### config.mk
export PLATFORM = sky130hd
export DESIGN_NAME = uart_frame_tx
export DESIGN_NICKNAME = d
export VERILOG_FILES = /design/src/rtl/uart_frame_tx.sv
export SDC_FILE = /design/constraint.sdc
export NUM_CORES = 1
export LEC_CHECK = 0
export BUFFER_PORTS_ARGS = -buffer_cell sky130_fd_sc_hd__buf_2
export CELL_PAD_IN_SITES_DETAIL_PLACEMENT = 1
export CELL_PAD_IN_SITES_GLOBAL_PLACEMENT = 1
export CORE_ASPECT_RATIO = 1.5
export CORE_MARGIN = 1
export CORE_UTILIZATION = 48
export DETAILED_ROUTE_END_ITERATION = 6
export GPL_TIMING_DRIVEN = 0
export PLACE_DENSITY = 0.95
export SETUP_SLACK_MARGIN = 0.1
export SYNTH_ARGS = -nofsm -noshare
export SYNTH_HDL_FRONTEND = slang
export SYNTH_SLANG_ARGS = --single-unit
### constraint.sdc
create_clock -name clk -period 6.4 [get_ports clk]
set_clock_uncertainty 0.1 [all_clocks]
set_input_delay 0.64 -clock clk [delete_from_list [all_inputs] [get_ports clk]]
set_output_delay 0.64 -clock clk [all_outputs]
set_load 0.01 [all_outputs]
### src/rtl/uart_frame_tx.sv
module uart_frame_tx #(
  parameter int DIV_W = 16
) (
  input  logic             clk,
  input  logic             rst_n,
  input  logic             soft_rst,
  input  logic [3:0]       fmt,
  input  logic [DIV_W-1:0] divisor,
  input  logic             fifo_empty,
  input  logic [7:0]       fifo_data,
  output logic             fifo_pop,
  output logic             txd,
  output logic             busy,
  output logic             tx_done
);
  typedef enum logic [2:0] {S_IDLE, S_START, S_DATA, S_PAR, S_STOP} st_t;

  st_t             st;
  logic [DIV_W-1:0] cnt;
  logic [DIV_W-1:0] div_m1;
  logic [7:0]      sh;
  logic [2:0]      idx;
  logic            par_on, par_bit, two_stop, stop2nd;
  logic            bit_end, last_bit;

  assign div_m1   = (divisor == '0) ? '0 : divisor - 1'b1;
  assign bit_end  = (cnt == '0);
  assign last_bit = (st == S_STOP) && bit_end && (!two_stop || stop2nd);
  assign fifo_pop = !soft_rst && !fifo_empty && ((st == S_IDLE) || last_bit);
  assign busy     = (st != S_IDLE);

  always_ff @(posedge clk or negedge rst_n) begin
    if (!rst_n) begin
      st <= S_IDLE; txd <= 1'b1; tx_done <= 1'b0; cnt <= '0;
      sh <= '0; idx <= '0; par_on <= 1'b0; par_bit <= 1'b0;
      two_stop <= 1'b0; stop2nd <= 1'b0;
    end else if (soft_rst) begin
      st <= S_IDLE; txd <= 1'b1; tx_done <= 1'b0; cnt <= '0;
    end else if (fifo_pop) begin
      st       <= S_START;
      txd      <= 1'b0;
      cnt      <= div_m1;
      sh       <= fifo_data;
      idx      <= '0;
      par_on   <= (fmt[3:2] == 2'b00);
      par_bit  <= (^fifo_data) ^ fmt[1];
      two_stop <= fmt[0];
      stop2nd  <= 1'b0;
      tx_done  <= 1'b0;
    end else if (st != S_IDLE) begin
      if (!bit_end) begin
        cnt <= cnt - 1'b1;
      end else begin
        cnt <= div_m1;
        case (st)
          S_START: begin st <= S_DATA; txd <= sh[0]; idx <= '0; end
          S_DATA: begin
            if (idx == 3'd7) begin
              st  <= par_on ? S_PAR : S_STOP;
              txd <= par_on ? par_bit : 1'b1;
            end else begin
              idx <= idx + 1'b1;
              sh  <= sh >> 1;
              txd <= sh[1];
            end
          end
          S_PAR: begin st <= S_STOP; txd <= 1'b1; stop2nd <= 1'b0; end
          S_STOP: begin
            if (last_bit) begin
              st <= S_IDLE; txd <= 1'b1; tx_done <= 1'b1;
            end else begin
              stop2nd <= 1'b1;
            end
          end
          default: st <= S_IDLE;
        endcase
      end
    end
  end
endmodule


==> out/metrics.yaml <==
seq_area_frac_synth: 0.308
cts.sinks: 36
drcViolationCount: 0
tightest_slew_ns: 0.857
async_reset_ff_frac: 1.00
peakVddDrop_uv: 178
die_w_um: 65.8
dp_hpwl_um: 6610
n_antenna_cell: 0
clock_latency_ns: 0.30
yosys-top-cells-area: "dfrtp_1, nor2_1, xnor2_1, a21oi_1, nand2_1"
synthCells: 335
leakage_nw: 1.39
gp_congestion: 0.886
drt_first_iter_violations: 147
multi_input_area_mm2: 0.00183
layout.nets: 413
seqCellArea_um2: 902
drt-pass1-iter-count: 4
final_hold_viol_count: 0
clock.fmax_mhz: 331
h-tree-depth: 2
synthFlopType: "dfrtp_1"
cts_tree: "done"
relSlewSlack: 0.429
root_buffer: "clkbuf_8"
worstSetupStartpointType: "register"
routed_wl_um: 8820
setup_viol: 0
ant_nets: 0
syn_area_mm2: 0.00293
die-area_mm2: 0.00642
outcome: "complete, no violations"
ctsHoldBuffers: 0
yosys_warnings: 0
grt_use_total: 0.301
worstPathRequired_ns: 5.66
num_vias: 2867
crit_type: "reg -> out"
cts_made_buffers: 5
critPathMaxFanout: 10
yosysTopAreaCell: "dfrtp_1"
cap_violations: 0
layout-drive-gt1-share: 0.247
powerDensity_mw_per_mm2: 449
overflow: 0
finalMaxSlewViolations: 0
pre_cts_slack_ns: 3.71
initial_core_util: 0.502
pin_count: 36
grt_first_pass_wirelength_um: 14800
grt_pass1_vias: 3112
cts_buffer_depth: 2
cts_resized: 0
arrival_ns: 2.28
core_mm2: 0.00583
syn_nets: 373
routedWlPerCell_um: 19.7
fin_crit_sh: 0.472
cts_setup_buffers: 0
min_period_ns: 3.02
antenna_found_initial: 0
min_path_type: "in -> async"
yosysUniqueCellTypes: 70
synth_area_per_cell_um2: 8.74
rsz0062_at_grt: "no"
grt_max_degree: 37
fin_ws_ns: 3.38
synth_edf_count: 0
cts.reportedPaths.clkPinSlew_ns: 0.07
port_buffers: 33
fillers: 729
die_h_um: 97.7
syn_to_final_growth_pct: 12.4
rows: 34
yosysTopAreaCellShare: 0.299
vias_per_cell: 6.40
fin_tns_setup_ns: 0
end_kind: "output pin"
synth-seq-cells: 36
==> cells in the final DEF, fill, tap and decap left out, drive strengths merged, types with 4 or more instances in the layout <==
cell type,instances
nand2,23
buf,49
or3,6
nor4,14
mux2,6
o21ai,15
o22ai,7
ha,6
o311a,8
a31oi,10
nor4b,4
dfrtp,35
nor2,38
clkbuf,9
inv,16
a211oi,4
xnor2,12
xor2,9
nor3,21
a21oi,25
nand3,12
==> synth_stat cells, types with 2 or more instances <==
| cell | instances |
|---|---|
| nor4_1 | 9 |
| buf_4 | 3 |
| a31oi_1 | 10 |
| buf_2 | 7 |
| nand3b_1 | 3 |
| ha_1 | 6 |
| or4_4 | 2 |
| clkbuf_1 | 3 |
| nand3_1 | 11 |
| dfrtp_1 | 35 |
| nor3b_1 | 2 |
| inv_1 | 15 |
| o22ai_1 | 7 |
| o21ai_0 | 11 |
| mux2_1 | 4 |
| o211ai_1 | 3 |
| nor2_2 | 2 |
| nor3_2 | 4 |
| o311a_1 | 8 |
| a21oi_1 | 18 |
| o21ai_1 | 3 |
| a211oi_1 | 4 |
| xnor2_1 | 12 |
| nor4_4 | 4 |
| nor2_1 | 36 |
| a22oi_1 | 2 |
| xor2_1 | 9 |
| nand4_1 | 2 |
| or3_1 | 5 |
| nand2_1 | 23 |
| a21oi_2 | 7 |
| buf_6 | 6 |
| nor4b_1 | 2 |
| nor3_1 | 17 |
| nand2b_1 | 2 |
| and4_1 | 2 |
| mux2i_1 | 3 |
==> final timing paths <==
check | startpoint | to | slack (ns) | cells past startpoint
min in group clk | txd | txd | 0.38 | 2
hold / removal | rst_n | st[0] | 0.35 | 1
max in group asynchronous | rst_n | cnt[10] | 5.31 | 1
setup / recovery | cnt[0] | fifo_pop | 3.38 | 8
setup reg to reg | st[0] | st[1] | 4.02 | 7
hold reg to reg | txd | txd | 0.38 | 2
==> worst max-delay path, cell delays in order (launching register included) <==
cell	delay, ns
dfrtp_1	0.41
inv_1	0.12
ha_1	0.20
nor4b_2	0.29
nand4_2	0.23
o21ai_2	0.27
and2_4	0.20
buf_6	0.14
buf_2	0.14
==> metal layers <==
metal	routed length [um]	track usage	vias up
met5	0	0	-
met4	401	0.172	0
met3	420	0.0563	39
met2	4740	0.547	101
met1	3260	0.305	1399
li1	-	-	1328
==> state kept, by name, summed over array words and instances, names as in the netlist <==
register  flops
st            3
par_bit       1
stop2nd       1
two_stop      1
cnt          16
par_on        1
tx_done       1
idx           3
sh            8
txd           1
==> metrics by stage <==
stage	util	hold slack (ns)	total power (W)	cell area, um2	instances
6_report	0.565	0.349	0.00148	3290	448
5_1_grt	0.565	0.386	0.00159	3290	448
2_1_floorplan	-	0.244	0.00104	2930	335
4_1_cts	0.565	0.370	0.00147	3290	448
3_5_place_dp	0.546	0.363	0.00126	3180	440
3_3_place_gp	0.546	0.359	0.00121	3180	440
==> report_power, final <==
part / switching (W) / total (W) / internal (W)
Sequential: 0.000102 / 0.000414 / 0.000311
Combinational: 0.000515 / 0.000860 / 0.000345
Clock: 0.0000892 / 0.000205 / 0.000116
Total: 0.000707 / 0.00148 / 0.000772
==> layout make-up <==
class,count,share of cell area
repair buffers,33,0.0502
multi-input cells,264,0.556
well taps,72,0.0274
plain buffers,19,0.0414
clock inverters,2,0.0106
inverters,16,0.0183
clock buffers,6,0.0221
flip-flops and latches,36,0.274
==> cell families (layout without fill, tap and decap cells) <==
logic type	count (synthesis)	in the layout	synth area share
and+or+nand+nor	141	141	0.295
AOI/OAI and AO/OA	87	87	0.206
DFF	36	36	0.308
buffers and inverters	35	76	0.0671
xor gates and xnor gates	21	21	0.0628
muxes	9	9	0.0346
adders and majority gates	6	6	0.0256
No activity file was read; power rests on OpenSTA's default activity.
